### config.mk
export PLATFORM = sky130hd
export DESIGN_NAME = memo_cam
export DESIGN_NICKNAME = d
export VERILOG_FILES = /design/src/rtl/memo_cam_pkg.sv /design/src/rtl/memo_cam_ctrl.sv /design/src/rtl/memo_cam_dp.sv /design/src/rtl/memo_cam.sv
export SDC_FILE = /design/constraint.sdc
export NUM_CORES = 1
export LEC_CHECK = 0
export ABC_CLOCK_PERIOD_IN_PS = 3000
export BUFFER_PORTS_ARGS = -buffer_cell sky130_fd_sc_hd__buf_2
export CAP_MARGIN = 20
export CORE_MARGIN = 2
export CORE_UTILIZATION = 45
export CTS_BUF_LIST = sky130_fd_sc_hd__clkbuf_4 sky130_fd_sc_hd__clkbuf_8
export DETAILED_ROUTE_END_ITERATION = 12
export PLACE_DENSITY = 0.72
export SLEW_MARGIN = 5
export SYNTH_ARGS = -nofsm -noshare
export SYNTH_HDL_FRONTEND = slang
export SYNTH_SLANG_ARGS = --single-unit
### constraint.sdc
create_clock -name clk -period 3 [get_ports clk]
set_input_delay 0.15 -clock clk [delete_from_list [all_inputs] [get_ports clk]]
set_output_delay 0.15 -clock clk [all_outputs]
set_load 0.05 [all_outputs]
### src/rtl/memo_cam_pkg.sv
package memo_cam_pkg;
  // Strobes from control to datapath for one cycle.
  typedef struct packed {
    logic lookup;  // a search is presented this cycle
    logic fresh;   // upper field must be broadcast and compared
  } camStrobes_t;
endpackage

### src/rtl/memo_cam_ctrl.sv
module memo_cam_ctrl
  import memo_cam_pkg::*;
#(
  parameter int HIGH_W = 28
) (
  input  logic              clk,
  input  logic              rstN,
  input  logic              srchEn,
  input  logic              wrEn,
  input  logic [HIGH_W-1:0] srchHigh,
  output camStrobes_t       strobes,
  output logic              driveUpper
);
  logic [HIGH_W-1:0] prevHighQ;
  logic              prevValidQ;
  logic              repeatHigh;

  assign repeatHigh     = prevValidQ && (srchHigh == prevHighQ);
  assign strobes.lookup = srchEn;
  assign strobes.fresh  = srchEn && !repeatHigh;

  always_ff @(posedge clk or negedge rstN) begin
    if (!rstN) begin
      prevHighQ  <= '0;
      prevValidQ <= 1'b0;
      driveUpper <= 1'b0;
    end else begin
      driveUpper <= strobes.fresh;
      if (wrEn) begin
        prevValidQ <= 1'b0;          // contents changed: memo is stale
      end else if (strobes.fresh) begin
        prevValidQ <= 1'b1;
        prevHighQ  <= srchHigh;
      end
    end
  end
endmodule

### src/rtl/memo_cam_dp.sv
module memo_cam_dp
  import memo_cam_pkg::*;
#(
  parameter int ENTRIES = 8,
  parameter int KEY_W   = 40,
  parameter int LOW_W   = 12,
  parameter int DATA_W  = 16,
  localparam int HIGH_W = KEY_W - LOW_W,
  localparam int IDX_W  = (ENTRIES > 1) ? $clog2(ENTRIES) : 1
) (
  input  logic              clk,
  input  logic              rstN,
  input  logic              wrEn,
  input  logic [IDX_W-1:0]  wrIdx,
  input  logic [KEY_W-1:0]  wrKey,
  input  logic [DATA_W-1:0] wrData,
  input  logic [KEY_W-1:0]  srchKey,
  input  camStrobes_t       strobes,
  output logic              hit,
  output logic [IDX_W-1:0]  hitIdx,
  output logic [DATA_W-1:0] hitData
);
  logic [HIGH_W-1:0] keyHighQ [ENTRIES];
  logic [LOW_W-1:0]  keyLowQ  [ENTRIES];
  logic [DATA_W-1:0] dataQ    [ENTRIES];
  logic [ENTRIES-1:0] validQ, hMatchQ, highEq, hUse, lowEq, match;

  logic [HIGH_W-1:0] srchHigh;
  logic [LOW_W-1:0]  srchLow;
  logic              anyHit;
  logic [IDX_W-1:0]  selIdx;
  logic [DATA_W-1:0] selData;

  assign srchHigh = srchKey[KEY_W-1:LOW_W];
  assign srchLow  = srchKey[LOW_W-1:0];

  for (genvar i = 0; i < ENTRIES; i++) begin : gEntry
    // upper comparator is gated off unless a fresh broadcast happens
    assign highEq[i] = strobes.fresh && validQ[i] && (keyHighQ[i] == srchHigh);
    assign hUse[i]   = strobes.fresh ? highEq[i] : hMatchQ[i];
    assign lowEq[i]  = validQ[i] && (keyLowQ[i] == srchLow);
    assign match[i]  = strobes.lookup && hUse[i] && lowEq[i];

    always_ff @(posedge clk or negedge rstN) begin
      if (!rstN) begin
        validQ[i]   <= 1'b0;
        hMatchQ[i]  <= 1'b0;
        keyHighQ[i] <= '0;
        keyLowQ[i]  <= '0;
        dataQ[i]    <= '0;
      end else begin
        if (strobes.fresh) hMatchQ[i] <= highEq[i];
        if (wrEn && (wrIdx == IDX_W'(i))) begin
          validQ[i]   <= 1'b1;
          keyHighQ[i] <= wrKey[KEY_W-1:LOW_W];
          keyLowQ[i]  <= wrKey[LOW_W-1:0];
          dataQ[i]    <= wrData;
        end
      end
    end
  end

  // priority encoder: lowest index wins
  always_comb begin
    anyHit = 1'b0;
    selIdx = '0;
    for (int i = ENTRIES - 1; i >= 0; i--) begin
      if (match[i]) begin
        anyHit = 1'b1;
        selIdx = IDX_W'(i);
      end
    end
    selData = anyHit ? dataQ[selIdx] : '0;
  end

  always_ff @(posedge clk or negedge rstN) begin
    if (!rstN) begin
      hit     <= 1'b0;
      hitIdx  <= '0;
      hitData <= '0;
    end else begin
      hit     <= anyHit;
      hitIdx  <= selIdx;
      hitData <= selData;
    end
  end
endmodule

### src/rtl/memo_cam.sv
module memo_cam
  import memo_cam_pkg::*;
#(
  parameter int ENTRIES = 8,
  parameter int KEY_W   = 40,
  parameter int LOW_W   = 12,
  parameter int DATA_W  = 16,
  localparam int HIGH_W = KEY_W - LOW_W,
  localparam int IDX_W  = (ENTRIES > 1) ? $clog2(ENTRIES) : 1
) (
  input  logic              clk,
  input  logic              rstN,
  input  logic              wrEn,
  input  logic [IDX_W-1:0]  wrIdx,
  input  logic [KEY_W-1:0]  wrKey,
  input  logic [DATA_W-1:0] wrData,
  input  logic              srchEn,
  input  logic [KEY_W-1:0]  srchKey,
  output logic              hit,
  output logic [IDX_W-1:0]  hitIdx,
  output logic [DATA_W-1:0] hitData,
  output logic              driveUpper
);
  camStrobes_t strobes;

  memo_cam_ctrl #(.HIGH_W(HIGH_W)) u_ctrl (
    .clk(clk), .rstN(rstN), .srchEn(srchEn), .wrEn(wrEn),
    .srchHigh(srchKey[KEY_W-1:LOW_W]), .strobes(strobes),
    .driveUpper(driveUpper)
  );

  memo_cam_dp #(.ENTRIES(ENTRIES), .KEY_W(KEY_W), .LOW_W(LOW_W), .DATA_W(DATA_W)) u_dp (
    .clk(clk), .rstN(rstN), .wrEn(wrEn), .wrIdx(wrIdx), .wrKey(wrKey),
    .wrData(wrData), .srchKey(srchKey), .strobes(strobes),
    .hit(hit), .hitIdx(hitIdx), .hitData(hitData)
  );
endmodule

# Word level (Yosys, flattened, before mapping)
# Cells that the tools add are included.
# W data, S select, Z words.
# word_totals
regBits	514
inputBits	103
output_inout_bits	21
wordCells	157
# op_classes
order_cmp	1
n_eq_ne	24
mux	30
bitwise	2
reduce_logical	54
# op_table
cell	count
$eq A28 B28 Y1	9
$eq A12 B12 Y1	8
$logic_and A1 B1 Y1	50
$bmux W16 S3	1
$mux W16	3
$mux W3	8
$mux W1	18
$eq A3 B3 Y1 const B	4
$eq A3 B2 Y1 const B	2
$ge A4 B4 Y1 const B	1
$not A3 Y4	1
$eq A3 B1 Y1 const B	1
$logic_not A3 Y1	1
$reduce_and A2 Y1	1
$reduce_bool A2 Y1	1
$logic_not A1 Y1	1
$not A1 Y1	1

# Longest topological paths before layout
# Gate-level depths: netlist of the first run.
# depth
ltp_word	22
ltp_mapped	15
ltp_nobuf	11

# By module
# A second synthesis of the first run with hierarchy kept.
# hier_totals
hier_cells	1849
area_unflattened_um2	24228.2
# modules_own_cells
mod	n_inst	cells_each	area_per_inst_um2
memo_cam_dp	1	1745	22778.1
memo_cam_ctrl	1	104	1450.1

# Worst setup path after synthesis of the first run
# Ideal clock, no wire load.
# synth_path
path_type	reg2reg
start	reg u_ctrl.prevHighQ[14]
end	reg u_dp.hitData[10]
setup_time_ns	0.148
arrival_time_ns	2.977
required_time_ns	2.852
slack_ns	-0.125
stages_incl_launch_ff	15
n_path_buf	3
path_cell_list	dfrtp_1 -> xor2_1 -> nor4_1 -> nand3_1 -> o41ai_4 -> mux2_2 -> o211ai_1 -> a21boi_1 -> o21ai_1 -> a22oi_2 -> buf_6 -> buf_8 -> buf_6 -> nand3_2 -> o2111ai_2
# synth_between
elab_chain_cells	22
word_cells_on_any_way	65
classes_between	eq/ne: 1; mux: 28; bitwise: 1; reduce/logical: 35
# synth_rtl
element	line_no	text
from (decl)	memo_cam_ctrl.sv:14	logic [HIGH_W-1:0] prevHighQ;
from (signal assigned)	memo_cam_ctrl.sv:33	prevHighQ <= srchHigh;
$eq A28 B28 Y1 *	memo_cam_ctrl.sv:18	assign repeatHigh = prevValidQ && (srchHigh == prevHighQ);
$logic_and A1 B1 Y1 *	memo_cam_ctrl.sv:18	
$logic_not A1 Y1 *	memo_cam_ctrl.sv:20	assign strobes.fresh = srchEn && !repeatHigh;
$logic_and A1 B1 Y1 *	memo_cam_ctrl.sv:20	
$logic_and A1 B1 Y1 (2 in a row)	memo_cam_dp.sv:39	assign highEq[i] = strobes.fresh && validQ[i] && (keyHighQ[i] == srchHigh);
$mux W1	memo_cam_dp.sv:40	assign hUse[i] = strobes.fresh ? highEq[i] : hMatchQ[i];
$logic_and A1 B1 Y1 (2 in a row)	memo_cam_dp.sv:42	assign match[i] = strobes.lookup && hUse[i] && lowEq[i];
$mux W3 (7 in a row)	memo_cam_dp.sv:68	if (match[i]) begin
$mux W3 *	memo_cam_dp.sv:68	
net u_dp.selIdx[0]	memo_cam_dp.sv:31	logic [IDX_W-1:0] selIdx;
$not A3 Y4 (not written as such) *	memo_cam_dp.sv:73	selData = anyHit ? dataQ[selIdx] : '0;
$bmux W16 S3 *	memo_cam_dp.sv:73	
$mux W16 (not written as such) * (2 in a row)	memo_cam_dp.sv:73	
$mux W16 *	memo_cam_dp.sv:73	
net u_dp.selData[10]	memo_cam_dp.sv:32	logic [DATA_W-1:0] selData;
to (signal assigned)	memo_cam_dp.sv:84	hitData <= selData;
to (decl)	memo_cam_dp.sv:21	output logic [DATA_W-1:0] hitData
# The timed path passes the listed nets; every way through them passes the cells marked *. The select of a mux whose other input is x is not followed.
# A chain may end at the register's enable or synchronous reset.

# Worst setup path after layout of the first run
# layout_path
start	reg u_ctrl.prevHighQ[24]
end	reg u_dp.hitData[0]
# layout_between
word_cells_on_any_way	65
classes_between	eq/ne: 1; mux: 28; bitwise: 1; reduce/logical: 35
# layout_rtl
element	line_no	text
$eq A28 B28 Y1 *	memo_cam_ctrl.sv:18	
$logic_and A1 B1 Y1 *	memo_cam_ctrl.sv:18	
$logic_not A1 Y1 *	memo_cam_ctrl.sv:20	
$logic_and A1 B1 Y1 *	memo_cam_ctrl.sv:20	
$logic_and A1 B1 Y1 (2 in a row)	memo_cam_dp.sv:39	
$mux W1 *	memo_cam_dp.sv:40	
net u_dp.hUse[4]	memo_cam_dp.sv:26	logic [ENTRIES-1:0] validQ, hMatchQ, highEq, hUse, lowEq, match;
$logic_and A1 B1 Y1 * (2 in a row)	memo_cam_dp.sv:42	
$mux W3 (5 in a row)	memo_cam_dp.sv:68	
$not A3 Y4 (not written as such)	memo_cam_dp.sv:73	
$bmux W16 S3	memo_cam_dp.sv:73	
$mux W16 (not written as such) (2 in a row)	memo_cam_dp.sv:73	
$mux W16 *	memo_cam_dp.sv:73	
net u_dp.selData[0]	memo_cam_dp.sv:32	
# Marked as above.

==> run_results.csv, run 1 <==
group,metric,value,unit
sta,skew,29.06,ps
outcome,violations,"setup timing",
logic_synthesis,yosysUniqueCellTypes,51,
logic_synthesis,synth_ff_type,"dfrtp_1",
die,core-area,52660,sq um
sta,period_needed,3415,ps
placed_design,dp_hpwl,43000,um
critical_path,cp_num_cells,15,
detailed_routing,dr.pass1.iters,5,
sta,slew_violations,0,
global_route,grt-ovfl-total,0,
critical_path,ff2ff_path_depth,15,
critical_path,critPathArrivalTime,3930,ps
detailed_routing,finalWirelength,65780,um
critical_path,path_class,"flop to flop",
clock_tree,clock-sinks,514,
die,row_count,84,
die,dieWidth,235.2,um
layout,diodes,0,
critical_path,worstSetupStartpointType,"flop",
detailed_routing,wire_per_inst,23.14,um
sta,worst_pin_slew,813.8,ps
clock_tree,clock_latency,670,ps
layout,final_common_cell,"dfrtp_1",
detailed_routing,vias,15710,
global_route,grt_first_pass_wirelength,102300,um
detailed_routing,drtIter0Drc,1133,
die,die_h,235.2,um
sta,whs,52.02,ps
sta,finalSetupViolations,17,
logic_synthesis,synth_fp_nets,1876,
power,pwr_density_cell,680.2,nW/um^2
detailed_routing,drc,0,
worst_hold_path,hp-class,"input port to flop",
logic_synthesis,postSynthAreaPerCell,13.57,sq um
detailed_routing,postRouteAntennaNets,0,
logic_synthesis,synth_async_sr_flop_share,1.000,
clock_tree,cts_buffers,88,
clock_tree,clock-root-buffer,"clkbuf_8",
die,ios,124,
clock_tree,clk_pin_slew_worst_paths,60,ps
critical_path,cpMaxStageDelayCell,"dfrtp_1",
sta,setup_ws,-415.4,ps
sta,finalHoldViolations,0,
critical_path,crit_fanout,9,
sta,slew_headroom,0.4546,
layout,area_delta_synth_final,21.91,%
logic_synthesis,ys_seq_elements,514,
critical_path,cpLargestDelayFamily,"compound AO/OA/AOI/OAI gates",
logic_synthesis,netlist_area,24050,sq um
layout,final_cell_mix,"dfrtp_1, mux2_2, xnor2_1",
sta,rsz0062_at_grt,"yes",
placed_design,routabilityCongestion,0.8451,
logic_synthesis,synth_edf_count,0,
global_route,grt_start_max_net_pins,93,
logic_synthesis,yosysTopAreaCell,"dfrtp_1",
die,initial_core_util,0.4568,
critical_path,worst_setup_path_end_kind,"flop",
global_route,track_usage,0.2405,
critical_path,cp.buffers_inverters,4,
power,p_leak,0.01247,uW
placed_design,place.port_buffers,123,
clock_tree,htreeDepth,3,
clock_tree,max-clock-path-buffers,3,
layout,drive_gt1_frac,0.4483,
logic_synthesis,yosys.area.top_type_share,0.5348,
global_route,grt_pass1_vias,16920,
logic_synthesis,ys_top_cells_by_area,"dfrtp_1, mux2_2, xnor2_1",
critical_path,worst_path_largest_cell_delay,390,ps
power,ir_drop,0.0003919,V
layout,finish.utilization,0.5568,
global_route,antenna_found_initial,2,
job,drv_cap,0,
critical_path,required,3510,ps
logic_synthesis,syn_inst,1773,
logic_synthesis,synth_seq_area_share,0.5348,
sta,fin_setup_tns,-6234,ps
layout,nets,2192,
sta,clock.fmax,292.8,MHz
power,totalPowerFinal,19940,uW
critical_path,path_common_cell,"buf_12",
logic_synthesis,yosys_warnings,0,
detailed_routing,viasPerCell,5.527,
die,die_area,55310,sq um
worst_hold_path,min_delay_path_depth,3,
critical_path,cp_cell_sequence,"xor2_1 > nor4_2 > buf_4 > nand4_1 > o41ai_4 > buf_12 > mux2_4 > nand4_4 > a21boi_2 > o21ai_2 > a22oi_2 > buf_12 > buf_6 > mux2i_2 > o2111ai_1",
outcome,status,"finished, violations left",
sta,post-route-period-util,1.138,
clock_tree,cts_tree,"done",
worst reg2reg max path, cell delays in order, from the launching register on:
cell	delay [ps]
dfrtp_1	390
xor2_1	180
nor4_2	330
buf_4	160
nand4_1	180
o41ai_4	310
buf_12	180
mux2_4	320
nand4_4	70
a21boi_2	180
o21ai_2	70
a22oi_2	180
buf_12	190
buf_6	140
mux2i_2	220
o2111ai_1	160
metrics by stage:
step | setup WS, ps | cells | instance area [sq um]
floorplan | -85.82 | 1773 | 24070
global placement | -538.1 | 2607 | 26450
detailed placement | -502.3 | 2607 | 26450
CTS | -409.0 | 2840 | 29230
global route | -610.6 | 2843 | 29320
finish | -415.4 | 2843 | 29320
synth_stat cells (4+ instances only):
master	n
buf_1	8
buf_6	4
inv_1	12
clkbuf_1	78
nand3_2	9
nor3_1	9
or2_2	4
xnor2_1	218
o2111ai_1	7
o2111ai_2	9
nand4_1	52
xor2_1	122
nand3_1	32
dfrtp_1	514
buf_2	18
a22oi_1	33
o21ai_0	5
nand2_1	18
nor2_1	9
nand3b_1	16
nand2b_1	6
mux2_2	495
mux2i_1	16
nor4_1	39
metal layers:
metal / wire length, um / part of all wire / vias up / global-route usage
met3: 3521 / 0.054 / 127 / 0.04104
met5: 30 / 0.00046 / - / 0
met1: 28660 / 0.44 / 8225 / 0.3228
met2: 31910 / 0.49 / 436 / 0.3978
li1: - / - / 6921 / -
met4: 1649 / 0.025 / 4 / 0.07691
kinds of logic after synthesis:
| family | share of synthesized area |
|---|---|
| muxes | 0.2401 |
| buffers and inverters | 0.02232 |
| DFF | 0.5348 |
| and+or+nand+nor | 0.05306 |
| xor gates and xnor gates | 0.1238 |
| AOI/OAI and AO/OA | 0.02591 |
where the power goes:
group | total, uW | switching (uW) | internal (uW)
registers | 9310 | 944 | 8360
clock network | 6790 | 2870 | 3930
logic | 3840 | 1690 | 2150
total | 19900 | 5500 | 14400
final cells by class:
type	count	area [sq um]
multi-input cells	1135	10820
well taps	688	860.8
clock inverters	11	88.84
inverters	13	48.80
flip-flops and latches	514	12860
clock buffers	145	1833
fillers	4203	23330
repair buffers	337	2809
sequential cells by signal (all words and copies together) (netlist names), 3 cells and up:
name	cells
u_dp.keyHighQ	224
u_dp.dataQ	128
u_dp.keyLowQ	96
u_ctrl.prevHighQ	28
u_dp.hitData	16
u_dp.hMatchQ	8
u_dp.validQ	8
u_dp.hitIdx	3
worst paths after layout:
path | startpoint | to | slack, ps
worst min-delay path | srchKey[32] | u_ctrl.prevHighQ[20] | 50
worst max register to register | u_ctrl.prevHighQ[24] | u_dp.hitData[0] | -420
min in group asynchronous | rstN | u_dp.dataQ[91] | 90
worst max-delay path | u_ctrl.prevHighQ[24] | u_dp.hitData[0] | -420
max in group asynchronous | rstN | u_dp.keyHighQ[68] | 1910
worst min register to register | u_dp.dataQ[79] | u_dp.dataQ[79] | 510
what timing repair did:
item                                    in CTS  in global routing
hold buffers                                73                  0
endpoints found under the setup margin      19                 19
cloned                                       1                  0
hold endpoints to repair                   616                  0
resized for setup                           17                 15
pin swaps                                    0                  2
buffers inserted                             3                  3
No activity file was read; power rests on OpenSTA's default activity.
==> run 2: changes to the inputs <==
- SETUP_SLACK_MARGIN: unset -> 0.3
==> run_results.csv, run 2 (synthesized netlist as in run 1, its figures left out) <==
group,metric,value,unit
outcome,status,"finished, violations left",
outcome,violations,"setup timing",
global_route,grt_pass1_vias,17010,
layout,nets,2190,
die,core-area,52660,sq um
sta,post-route-period-util,1.133,
clock_tree,clk_pin_slew_worst_paths,60,ps
die,initial_core_util,0.4568,
sta,slew_headroom,0.4506,
global_route,grt_first_pass_wirelength,102600,um
detailed_routing,vias,15780,
placed_design,dp_slack,-502.3,ps
layout,top_register,"u_dp.keyHighQ",
detailed_routing,postRouteAntennaNets,0,
global_route,use_met2,0.3985,
critical_path,worstSetupStartpointType,"flop",
layout,area_delta_synth_final,21.81,%
job,drv_cap,0,
critical_path,worst_path_largest_cell_delay,380,ps
layout,multi_input_area,10800,sq um
critical_path,cp.buffers_inverters,4,
layout,reg_top3,"u_dp.keyHighQ x224, u_dp.dataQ x128, u_dp.keyLowQ x96",
worst_hold_path,hp-class,"input port to flop",
critical_path,crit_fanout,9,
power,pwr_density_cell,680.8,nW/um^2
global_route,met1_usage,0.3222,
detailed_routing,dr.pass1.iters,5,
sta,finalSetupViolations,16,
sta,skew,30.98,ps
global_route,grt_start_max_net_pins,93,
clock_tree,max-clock-path-buffers,3,
critical_path,cpLargestDelayFamily,"compound AO/OA/AOI/OAI gates",
detailed_routing,wire_per_inst,23.22,um
power,p_leak,0.01247,uW
clock_tree,clock_latency,680,ps
critical_path,reg2reg_from,"u_ctrl.prevHighQ[24]",
die,row_count,84,
layout,largest_reg_flops,224,
sta,rsz0062_at_grt,"yes",
global_route,track_usage,0.2411,
die,ios,124,
clock_tree,clock-root-buffer,"clkbuf_8",
clock_tree,htreeDepth,3,
layout,drive_gt1_frac,0.4482,
sta,setup_ws,-400.3,ps
layout,final_cell_mix,"dfrtp_1, mux2_2, xnor2_1",
critical_path,path_class,"flop to flop",
die,die_area,55310,sq um
critical_path,worst_setup_path_end_kind,"flop",
clock_tree,cts_tree,"done",
placed_design,place.port_buffers,123,
global_route,grtUsageMet3,0.04280,
layout,seq_area,12860,sq um
detailed_routing,drtIter0Drc,1094,
detailed_routing,finalWirelength,65990,um
global_route,grt_most_used_layer,"met2",
placed_design,dp_hpwl,43000,um
layout,final_common_cell,"dfrtp_1",
global_route,antenna_found_initial,2,
worst_hold_path,hp-start,"srchKey[32]",
critical_path,critPathArrivalTime,3970,ps
sta,clock.fmax,294.1,MHz
sta,worst_pin_slew,819.8,ps
die,dieWidth,235.2,um
critical_path,path_common_cell,"buf_12",
layout,fillers,4201,
clock_tree,clock-sinks,514,
sta,finalHoldViolations,0,
critical_path,required,3570,ps
power,ir_drop,0.0003926,V
sta,slew_violations,0,
sta,period_needed,3400,ps
critical_path,cpMaxStageDelayCell,"dfrtp_1",
detailed_routing,viasPerCell,5.552,
placed_design,routabilityCongestion,0.8451,
detailed_routing,drc,0,
critical_path,cp_cell_sequence,"xor2_1 > nor4_2 > buf_4 > nand4_1 > o41ai_4 > buf_12 > mux2_4 > nand4_4 > a21boi_2 > o21ai_2 > a22oi_2 > buf_12 > buf_12 > mux2_2 > o2111ai_1",
global_route,grt-ovfl-total,0,
die,die_h,235.2,um
clock_tree,cts_buffers,88,
critical_path,startpoint,"u_ctrl.prevHighQ[24]",
layout,finish.utilization,0.5564,
==> run 2: layer usage <==
| metal | share of wire | routed length [um] |
|---|---|---|
| met1 | 0.43 | 28680 |
| met4 | 0.025 | 1651 |
| met2 | 0.48 | 31900 |
| met3 | 0.057 | 3753 |
| met5 | 0.00012 | 8 |
==> run 2: worst paths after layout <==
check                      slack, ps              endpoint  cells after the start
setup / recovery                -400       u_dp.hitData[3]                     15
hold / removal                    50  u_ctrl.prevHighQ[20]                      3
setup reg to reg                -400       u_dp.hitData[3]                     15
hold reg to reg                  510        u_dp.dataQ[26]                      1
max in group asynchronous       1910  u_ctrl.prevHighQ[23]                      3
min in group asynchronous         90        u_dp.dataQ[59]                      2
==> run 2: power by group <==
| part | switching, uW | internal, uW | leakage (uW) | total (uW) |
|---|---|---|---|---|
| logic | 1700 | 2140 | 0.00526 | 3840 |
| registers | 944 | 8360 | 0.00618 | 9310 |
| clock network | 2870 | 3930 | 0.00102 | 6800 |
| total | 5510 | 14400 | 0.0125 | 19900 |
==> run 2: layout make-up <==
class	count	share of cell area
repair buffers	335	0.09549
clock inverters	11	0.003032
inverters	13	0.001666
multi-input cells	1135	0.3688
diodes	1	0.00008541
well taps	688	0.02938
flip-flops and latches	514	0.4390
clock buffers	145	0.06256
==> run 2: through the flow <==
step / power, uW / hold slack, ps / area [sq um] / TNS [ps] / std cells
floorplan: 11780 / -145.6 / 24070 / -798.8 / 1773
global placement: 12900 / 180.5 / 26450 / -8139 / 2607
detailed placement: 13100 / 184.5 / 26450 / -7504 / 2607
CTS: 20020 / 13.01 / 29270 / -6217 / 2841
global route: 20850 / 29.10 / 29300 / -9593 / 2841
finish: 19940 / 47.31 / 29300 / -5946 / 2842
==> run 2: timing repair <==
action                                 4_1_cts  5_1_grt
setup endpoints to repair                   20       20
pin swaps                                    2        0
gates cloned                                 1        0
setup buffers                                4        0
resized for setup                           24        8
endpoints found under the hold margin      616        0
hold buffers                                73        0
==> run 2: tightest hold or removal path, cell delays in order <==
cell	delay, ps
buf_2	100
buf_4	230
mux2_2	190
==> run 3: changes to the inputs <==
- CELL_PAD_IN_SITES_DETAIL_PLACEMENT: unset -> 0
- CELL_PAD_IN_SITES_GLOBAL_PLACEMENT: unset -> 1
- PLACE_DENSITY: 0.72 -> 0.82
==> run_results.csv, run 3 (synthesized netlist as in run 1, its figures left out) <==
group,metric,value,unit
outcome,status,"finished, violations left",
outcome,violations,"setup timing",
die,initial_core_util,0.4568,
placed_design,post_dp_cell_area,26430,sq um
detailed_routing,wire_per_inst,23.76,um
sta,post-route-period-util,1.156,
detailed_routing,viasPerCell,5.582,
critical_path,cpMaxStageDelayCell,"o41ai_4",
clock_tree,cts_buffers,88,
critical_path,cp.buffers_inverters,4,
critical_path,worstSetupStartpointType,"flop",
clock_tree,htreeDepth,3,
detailed_routing,dr.pass1.iters,7,
clock_tree,clk_pin_slew_worst_paths,60,ps
critical_path,worst_setup_path_end_kind,"flop",
placed_design,dp_hpwl,42880,um
sta,slew_violations,0,
global_route,grt_first_pass_wirelength,102500,um
worst_hold_path,worstHoldEndpoint,"u_ctrl.prevHighQ[5]",
critical_path,cp_cell_sequence,"xor2_1 > nor4_2 > buf_4 > nand3_4 > o41ai_4 > buf_6 > mux2_4 > nand4_4 > a21boi_2 > o21ai_2 > a22oi_2 > buf_6 > clkbuf_16 > mux2i_4 > o2111ai_2",
die,die_area,55310,sq um
sta,slew_headroom,0.3754,
critical_path,required,3530,ps
layout,top_register,"u_dp.keyHighQ",
die,row_count,84,
critical_path,cpLargestDelayFamily,"compound AO/OA/AOI/OAI gates",
power,pwr_density_cell,670.9,nW/um^2
sta,finalSetupViolations,18,
worst_hold_path,hp-class,"input port to flop",
clock_tree,clock-sinks,514,
critical_path,path_common_cell,"buf_6",
layout,finish.utilization,0.5633,
sta,finalHoldViolations,0,
detailed_routing,drtIter0Drc,1130,
power,totalPowerFinal,19900,uW
die,core-area,52660,sq um
layout,final_common_cell,"dfrtp_1",
layout,nets,2214,
layout,reg_top3,"u_dp.keyHighQ x224, u_dp.dataQ x128, u_dp.keyLowQ x96",
sta,period_needed,3467,ps
sta,rsz0062_at_grt,"yes",
global_route,grt_start_max_net_pins,104,
global_route,track_usage,0.2439,
global_route,grt_pass1_vias,16930,
critical_path,r2r_slack,-470,ps
critical_path,reg2reg_from,"u_ctrl.prevHighQ[14]",
critical_path,crit_fanout,7,
clock_tree,clock-root-buffer,"clkbuf_8",
global_route,grt-ovfl-total,0,
critical_path,path_class,"flop to flop",
placed_design,place.port_buffers,123,
global_route,antenna_found_initial,3,
sta,worst_pin_slew,936.9,ps
die,dieWidth,235.2,um
sta,skew,38.50,ps
job,drv_cap,0,
sta,setup_ws,-466.9,ps
clock_tree,clock_latency,690,ps
power,ir_drop,0.0004016,V
critical_path,ff2ff_path_depth,15,
clock_tree,cts_tree,"done",
sta,clock.fmax,288.4,MHz
die,ios,124,
critical_path,critPathArrivalTime,3990,ps
detailed_routing,vias,16000,
die,die_h,235.2,um
critical_path,rr_endpoint,"u_dp.hitData[7]",
placed_design,routabilityCongestion,0.8326,
detailed_routing,finalWirelength,68100,um
worst_hold_path,hp-start,"srchKey[17]",
layout,drive_gt1_frac,0.4575,
critical_path,worst_path_largest_cell_delay,390,ps
layout,area_delta_synth_final,23.33,%
layout,largest_reg_flops,224,
worst_hold_path,min_delay_path_depth,3,
layout,postLayoutCellArea,29660,sq um
power,p_leak,0.01262,uW
clock_tree,max-clock-path-buffers,3,
detailed_routing,postRouteAntennaNets,0,
detailed_routing,drc,0,
layout,final_cell_mix,"dfrtp_1, mux2_2, xnor2_1",
[run 3: cell types whose count changed in the layout (fill, tap and decap cells not counted), sizes merged]
cell,change
buf,+11
bufbuf,-1
clkbuf,+6
clkinvlp,-1
dlygate4sd3,+8
inv,+1
[run 3: final cells by class]
cell class / instances / area [sq um]
Multi-Input combinational cell: 1135 / 10950
Inverter: 13 / 48.80
Timing Repair Buffer: 359 / 3079
Fill cell: 4256 / 22990
Tap cell: 688 / 860.8
Antenna cell: 1 / 2.502
Sequential cell: 514 / 12860
Clock inverter: 11 / 103.9
Clock buffer: 145 / 1752
[run 3: metal layers]
| layer | GRT usage | share of wire | vias up |
|---|---|---|---|
| li1 | - | - | 6979 |
| met1 | 0.3295 | 0.43 | 8423 |
| met2 | 0.3897 | 0.48 | 473 |
| met3 | 0.04937 | 0.060 | 124 |
| met4 | 0.09053 | 0.032 | 0 |
| met5 | 0 | 0 | - |
[run 3: metrics by stage]
stage	setup WS [ps]	setup TNS (ps)	instances	hold WS [ps]
3_3_place_gp	-587.5	-9626	2614	306.5
2_1_floorplan	-85.82	-798.8	1773	-145.6
6_report	-466.9	-6977	2866	22.11
4_1_cts	-554.4	-9131	2856	8.509
5_1_grt	-581.2	-9094	2866	22.44
3_5_place_dp	-674.9	-10910	2614	314.1
[run 3: where the power goes]
group / leakage (uW) / internal, uW / total, uW / switching, uW
clock: 0.000997 / 3760 / 6640 / 2880
combinational: 0.00544 / 2200 / 3940 / 1740
sequential: 0.00618 / 8370 / 9320 / 959
[run 3: worst register-to-register path: cells and delay by family, from the launching register on]
kind,cells,cell delay [ps]
compound gates,5,890
xor+xnor,1,160
buf+inv,4,840
flops,1,380
mux,2,570
simple gates,3,470
[run 3: repair_timing]
action / in CTS / in global routing
pin swaps: 6 / 13
gates resized for setup: 17 / 49
cloned: 2 / 6
hold endpoints to repair: 560 / 0
endpoints found under the setup margin: 48 / 48
hold buffers: 81 / 0
setup buffers: 3 / 3
[run 3: worst max-delay path by stage]
stage | start | end | cells after the start
6_report | u_ctrl.prevHighQ[14] | u_dp.hitData[7] | 15
5_1_grt | u_ctrl.prevHighQ[14] | u_dp.hitData[7] | 15
4_1_cts | u_ctrl.prevHighQ[12] | u_dp.hitData[13] | 15
3_5_place_dp | u_ctrl.prevHighQ[14] | u_dp.hitData[10] | 15
3_3_place_gp | u_ctrl.prevHighQ[14] | u_dp.hitData[9] | 14
2_1_floorplan | u_ctrl.prevHighQ[14] | u_dp.hitData[10] | 14
